<file path="config.mk">
export PLATFORM = sky130hd
export DESIGN_NAME = fast_irq_router
export DESIGN_NICKNAME = d
export VERILOG_FILES = /design/src/rtl/fast_irq_pkg.sv /design/src/rtl/fir_ctrl_reg.sv /design/src/rtl/fir_pending.sv /design/src/rtl/fir_node_mask.sv /design/src/rtl/fast_irq_router.sv
export SDC_FILE = /design/constraint.sdc
export NUM_CORES = 1
export LEC_CHECK = 0
export ABC_AREA = 1
export BUFFER_PORTS_ARGS = -buffer_cell sky130_fd_sc_hd__buf_2
export CORE_UTILIZATION = 25
export DETAILED_ROUTE_END_ITERATION = 7
export HOLD_SLACK_MARGIN = 0.05
export SYNTH_ARGS = -nofsm -noshare
export SYNTH_HDL_FRONTEND = slang
export SYNTH_SLANG_ARGS = --single-unit
</file>
<file path="constraint.sdc">
create_clock -name clk_i -period 3.1 [get_ports clk_i]
set_input_delay 0.465 -clock clk_i [delete_from_list [all_inputs] [get_ports clk_i]]
set_output_delay 0.465 -clock clk_i [all_outputs]
set_load 0.02 [all_outputs]
</file>
<file path="src/rtl/fast_irq_pkg.sv">
package fast_irq_pkg;
  parameter int unsigned NUM_SRC = 8;
  parameter int unsigned DATA_W  = 8;
  parameter int unsigned EN_BIT  = 7;
  localparam int unsigned SEL_W  = $clog2(NUM_SRC);
endpackage

</file>
<file path="src/rtl/fir_ctrl_reg.sv">
module fir_ctrl_reg
  import fast_irq_pkg::*;
#(
  parameter int unsigned N_SRC = NUM_SRC,
  parameter int unsigned DW    = DATA_W,
  parameter int unsigned ENB   = EN_BIT,
  localparam int unsigned SW   = $clog2(N_SRC)
) (
  input  logic          clk_i,
  input  logic          rst_ni,
  input  logic          unlock_i,
  input  logic          addr_i,
  input  logic          we_i,
  input  logic [DW-1:0] wdata_i,
  output logic          en_o,
  output logic [SW-1:0] sel_o,
  output logic          clr_o
);
  logic wr_ctrl;
  logic          en_q;
  logic [SW-1:0] sel_q;

  assign wr_ctrl = unlock_i && we_i && !addr_i;
  assign clr_o   = unlock_i && we_i && addr_i && wdata_i[0];

  always_ff @(posedge clk_i or negedge rst_ni) begin
    if (!rst_ni) begin
      en_q  <= 1'b0;
      sel_q <= '0;
    end else if (wr_ctrl) begin
      en_q  <= wdata_i[ENB];
      sel_q <= wdata_i[SW-1:0];
    end
  end

  assign en_o  = en_q;
  assign sel_o = sel_q;

  p_locked_ctrl_r7: assert property (@(posedge clk_i) disable iff (!rst_ni)
    !unlock_i |=> $stable(en_q) && $stable(sel_q));
  p_locked_clr_r7: assert property (@(posedge clk_i) disable iff (!rst_ni)
    !unlock_i |-> !clr_o);
endmodule

</file>
<file path="src/rtl/fir_pending.sv">
module fir_pending
  import fast_irq_pkg::*;
#(
  parameter int unsigned N_SRC = NUM_SRC,
  localparam int unsigned SW   = $clog2(N_SRC)
) (
  input  logic             clk_i,
  input  logic             rst_ni,
  input  logic [N_SRC-1:0] src_i,
  input  logic [SW-1:0]    sel_i,
  input  logic             clr_i,
  output logic             pend_o
);
  logic [N_SRC-1:0] prev_q;
  logic             rise;
  logic             pend_q;

  assign rise = src_i[sel_i] && !prev_q[sel_i];

  always_ff @(posedge clk_i or negedge rst_ni) begin
    if (!rst_ni) begin
      prev_q <= '0;
      pend_q <= 1'b0;
    end else begin
      prev_q <= src_i;
      // set has priority over a simultaneous clear
      pend_q <= rise || (pend_q && !clr_i);
    end
  end

  assign pend_o = pend_q;

  p_set_r1: assert property (@(posedge clk_i) disable iff (!rst_ni)
    rise |=> pend_q);
  p_sticky_r2: assert property (@(posedge clk_i) disable iff (!rst_ni)
    pend_q && !clr_i |=> pend_q);
  p_clear_r2: assert property (@(posedge clk_i) disable iff (!rst_ni)
    pend_q && clr_i && !rise |=> !pend_q);
  p_set_wins_r5: assert property (@(posedge clk_i) disable iff (!rst_ni)
    rise && clr_i |=> pend_q);
  p_no_spurious_r10: assert property (@(posedge clk_i) disable iff (!rst_ni)
    !pend_q && !rise |=> !pend_q);
endmodule

</file>
<file path="src/rtl/fir_node_mask.sv">
module fir_node_mask
  import fast_irq_pkg::*;
#(
  parameter int unsigned N_SRC = NUM_SRC,
  localparam int unsigned SW   = $clog2(N_SRC)
) (
  input  logic [N_SRC-1:0] src_i,
  input  logic [SW-1:0]    sel_i,
  output logic [N_SRC-1:0] node_o
);
  for (genvar i = 0; i < N_SRC; i++) begin : g_node
    assign node_o[i] = src_i[i] && (sel_i != SW'(i));
  end

  always_comb begin
    p_one_masked_r6: assert ($countones(src_i & ~node_o) <= 1);
  end
endmodule

</file>
<file path="src/rtl/fast_irq_router.sv">
module fast_irq_router
  import fast_irq_pkg::*;
#(
  parameter int unsigned N_SRC = NUM_SRC,
  parameter int unsigned DW    = DATA_W,
  parameter int unsigned ENB   = EN_BIT,
  localparam int unsigned SW   = $clog2(N_SRC)
) (
  input  logic             clk_i,
  input  logic             rst_ni,
  input  logic [N_SRC-1:0] src_i,
  input  logic             unlock_i,
  input  logic             addr_i,
  input  logic             we_i,
  input  logic [DW-1:0]    wdata_i,
  output logic [DW-1:0]    rdata_o,
  output logic             fast_irq_no,
  output logic [N_SRC-1:0] node_o
);
  logic          en;
  logic [SW-1:0] sel;
  logic          clr;
  logic          pend;

  fir_ctrl_reg #(.N_SRC(N_SRC), .DW(DW), .ENB(ENB)) u_ctrl (
    .clk_i(clk_i), .rst_ni(rst_ni), .unlock_i(unlock_i), .addr_i(addr_i),
    .we_i(we_i), .wdata_i(wdata_i), .en_o(en), .sel_o(sel), .clr_o(clr)
  );

  fir_pending #(.N_SRC(N_SRC)) u_pend (
    .clk_i(clk_i), .rst_ni(rst_ni), .src_i(src_i), .sel_i(sel),
    .clr_i(clr), .pend_o(pend)
  );

  fir_node_mask #(.N_SRC(N_SRC)) u_mask (
    .src_i(src_i), .sel_i(sel), .node_o(node_o)
  );

  assign fast_irq_no = !(pend && en);

  always_comb begin
    rdata_o = '0;
    if (addr_i) begin
      rdata_o[0] = pend;
    end else begin
      rdata_o[ENB]    = en;
      rdata_o[SW-1:0] = sel;
    end
  end

  p_gated_r4: assert property (@(posedge clk_i) disable iff (!rst_ni)
    !en |-> fast_irq_no);
  p_sel_keeps_pend_r9: assert property (@(posedge clk_i) disable iff (!rst_ni)
    pend && !clr |=> pend);
  p_reset_state_r8: assert property (@(posedge clk_i)
    !rst_ni |-> fast_irq_no && !pend && !en);
endmodule

</file>
======== After elaboration in Yosys (flattened, before gate mapping) ========
Cells that the tools add are included.
storage, ports and cells
  flip-flop bits (word level) ............. 13
  logic and storage cells ................. 40
  input bits .............................. 21
  output and inout port bits .............. 17
operators by class
  muxes and demuxes ....................... 7
  reduce and logical (&&, ||, !) cells .... 21
  equal/unequal tests ..................... 7
  $lt $le $gt $ge ......................... 1
operators by type and width
  kind                number
  $logic_and 1x1->1   15
  $ne 3x3->1 const B  4
  $bmux 1 s3          2
  $ne 3x2->1 const B  2
  $logic_not 1->1     4
  $lt 3x4->1 const B  1
  $mux 1              4
  $ne 3x1->1 const B  1
  $reduce_bool 3->1   1
  $mux 2              1
  $logic_or 1x1->1    1

======== Depth between registers and ports, before layout ========
  word-level depth ........................ 6
  gate-level depth with buffers ........... 8
  mapped depth without buffers ............ 7

======== Modules after synthesis ========
A second synthesis with hierarchy kept.
unflattened totals
  cell total of the unflattened synthesis .. 93
  area, all modules ....................... 698.2 µm²
by module, submodules not included
  module           area an instance (µm²)  times used  sequential area each (µm²)  cells an instance
  fir_pending      342.8                   1           225.2                       34
  fir_ctrl_reg     180.2                   1           100.1                       21
  fir_node_mask    100.1                   1           0.0                         22
  fast_irq_router  75.1                    1           0.0                         16

======== Least setup slack after synthesis ========
No wires, ideal clock.
  path type ............................... register -> output
  start ................................... register u_ctrl.sel_q[1] (netlist: u_ctrl.sel_o[1])
  end ..................................... output port node_o[4]
  buffers on the path ..................... 1
  arrival time ............................ 1.001 ns
  stages on the path, launching flop included .. 4
  required time ........................... 2.635 ns
  setup slack ............................. 1.634 ns
  cell sequence ........................... dfrtp_1 > buf_6 > nor2_2 > a21boi_0
on the way
  cells in the longest elaborated chain, start to end .. 2
RTL lines
  what                    RTL line               text
  start, declared         fir_ctrl_reg.sv:21     logic [SW-1:0] sel_q;
  start signal, assigned  fir_ctrl_reg.sv:32     sel_q <= wdata_i[SW-1:0];
  $ne 3x3->1              fir_node_mask.sv:12    assign node_o[i] = src_i[i] && (sel_i != SW'(i));
  $logic_and 1x1->1       fir_node_mask.sv:12
  end, declared           fast_irq_router.sv:18  output logic [N_SRC-1:0] node_o
No other way between the ends.

======== Worst setup path after layout ========
  start ................................... register u_ctrl.sel_q[0] (netlist: u_ctrl.sel_o[0])
  end ..................................... output port node_o[6]
Same word-level chain as after synthesis.

==> results.md <==
- Setup Fix Bufs, Post-CTS: 0
- Min Tclk post-route: 1944 ps
- Final setup violation count: 0
- Iter 0 DRT Violations: 11
- Core ar.: 0.002545 mm^2
- Routed len/inst: 10.79 um
- DRC: 0
- Worst Setup SP: u_ctrl.sel_o[0]$_DFFE_PN0P_
- Synth Warn #: 0
- Clock sinks: 13
- Remaining global-route overflow: 0
- Clk Latency, worst-skew pair: 280 ps
- Post-DP HPWL: 1246 um
- Cell Area, Synth: 696.9 um^2
- WP data arrival: 1480 ps
- Cell area after layout: 864.6 um^2
- Die area: 0.003003 mm^2
- Routed Antenna Nets: 0
- DR vias/cell: 4.520
- Final worst path period share: 62.72%
- Clock buffer count from CTS: 3
- CTS clock-pin slew for the worst setup and hold paths: 80 ps
- ANT cells: 0
- Total power: 0.4642 mW
- Status: finished clean
- PwrDens: 536.9 mW/mm^2
- CTS max path bufs: 2
- First-pass GRT wire length: 2608 um
- CP max-delay cell: dfrtp_1
- Top layer in use: met4
- Met2 WL post-DR: 833 um
- Max Cap Viol: 0
- Resize count post-CTS: 0
- Upper clock frequency limit: 514.3 MHz
- VDD IR max: 0.1953 mV
- Die H: 54.80 um
- TritonCTS clock tree: done
- Seq/Total Area, Yosys: 46.68%
- Layout cells sized above 1: 27.87%
- CP most frequent cell: inv_1
- Antenna violations before repair: 0
- Avg Cell Area, Syn: 7.575 um^2
- Detailed Route WL: 1640 um
- Critical path, cell by cell: inv_1 -> nand2_1 -> o21ai_0 -> inv_1 -> buf_2
- Critical Path RT: 2630 ps
- R2r startpoint: u_ctrl.sel_o[0]$_DFFE_PN0P_
- Setup tns final: 0 ps
- Clock root buffer master: clkbuf_4
- Routed via count: 687
- Max H-tree Level: 1
- Seq cells post-synth: 13
- Nature of the critical path endpoint: primary output
- Initial Util: 27.38%
- Cts hold-fix bufs: 0
- Syn-to-layout area delta: 24.06%
- Max incr delay on CP: 640 ps
- Hold crit path type: in2async
- # rows: 18
- RSZ-0062 raised after global routing: no
- Commonest non-fill, non-tap cell in the layout: buf_2
- M1 wire length: 693 um
- Crit-path max FO: 15
- Leakage: 0.4791 nW
- Unique masters post-synth: 17
- Largest net degree at the start of global routing: 16
- Slew Limit Fails: 0
- DRT Pass-1 Iters: 4
- Routed wl met3: 79 um
- Fill count: 289
- Mapped Cells: 92
- Number of global-route vias before repair: 596
- Crit Path Category: reg2out
- Final net count: 144
- RePlAce Congestion: 0.8157
- # IOs: 38
- Final Hold Fails: 0
- Placed inst area: 838.3 um^2
- PortBufs: 29
- Gr usage total: 12.59%
- Most frequent cells in the layout: 29 x buf_2, 18 x nand2_1, 13 x dfrtp_1
- Crit path launch type: register
- Die Wd: 54.80 um
- Setup Skew: 3.257 ps
==> worst paths after layout <==
kind / cells past startpoint / endpoint / slack (ps)
min: 1 / u_pend.prev_q[2]$_DFF_PN0_ / 50
min reg2reg: 2 / u_ctrl.en_o$_DFFE_PN0P_ / 540
max reg2reg: 7 / u_pend.pend_o$_DFF_PN0_ / 1770
max: 5 / node_o[6] / 1160
max in group asynchronous: 1 / u_pend.prev_q[0]$_DFF_PN0_ / 2820
min in group clk_i: 1 / u_pend.prev_q[3]$_DFF_PN0_ / 300
==> power breakdown <==
group | internal (mW) | switching (mW)
registers | 0.187 | 0.0244
logic | 0.0500 | 0.0955
clock network | 0.0501 | 0.0576
total | 0.287 | 0.178
==> metal layers <==
metal / vias up / global-route usage, %
met5: - / 0
met2: 18 / 19.28
met3: 5 / 1.944
met1: 321 / 16.41
li1: 343 / -
met4: 0 / 7.692
==> flip-flops by register name, summed over array words and instances, names as in the netlist <==
register       flops
u_ctrl.en_o        1
u_pend.pend_o      1
u_pend.prev_q      8
u_ctrl.sel_o       3
==> area by class of cell <==
type	count	area (um^2)	area share, %
timing repair buffer	29	145.1	16.79
multi-input combinational	63	281.5	32.56
tap	30	37.54	4.342
clock buffer	4	26.28	3.039
inverter	13	48.80	5.644
sequential	13	325.3	37.63
==> critical path: cells and delay by family (launching register included) <==
family                 cells  cell delay [ps]
DFF                        1              640
and+or+nand+nor            1              120
AOI/OAI and AO/OA          1               90
buffers and inverters      3              350
==> cell families (layout without fill, tap and decap cells) <==
kind of cell,Yosys count,count (layout),synth area share (%)
simple gates,44,44,26.93
buf+inv,19,46,14.54
compound gates,15,15,11.31
flops,13,13,46.68
other cells,1,4,0.5381
==> Yosys cell counts, drive strengths merged <==
| library cell | count | area share [%] |
|---|---|---|
| nand2 | 18 | 9.7 |
| dfrtp | 13 | 47 |
| inv | 13 | 7.0 |
| nor2 | 13 | 7.4 |
| nand3 | 11 | 7.9 |
| o21ai | 9 | 6.5 |
| buf | 6 | 7.5 |
| a21oi | 4 | 2.9 |
| a21boi | 1 | 1.1 |
| a31oi | 1 | 0.90 |
| conb | 1 | 0.54 |
| nand3b | 1 | 1.1 |
| nand4 | 1 | 0.90 |
==> metrics by stage <==
step	hold WS (ps)	util (%)	cells	setup WS [ps]
6_report	50.69	33.97	152	1156
5_1_grt	66.09	33.97	152	983.4
4_1_cts	57.36	33.97	152	1165
3_5_place_dp	367.7	32.94	148	1484
3_3_place_gp	363.9	32.94	148	1487
2_1_floorplan	169.4	-	95	1634
Power figures use the tool's default switching activity.
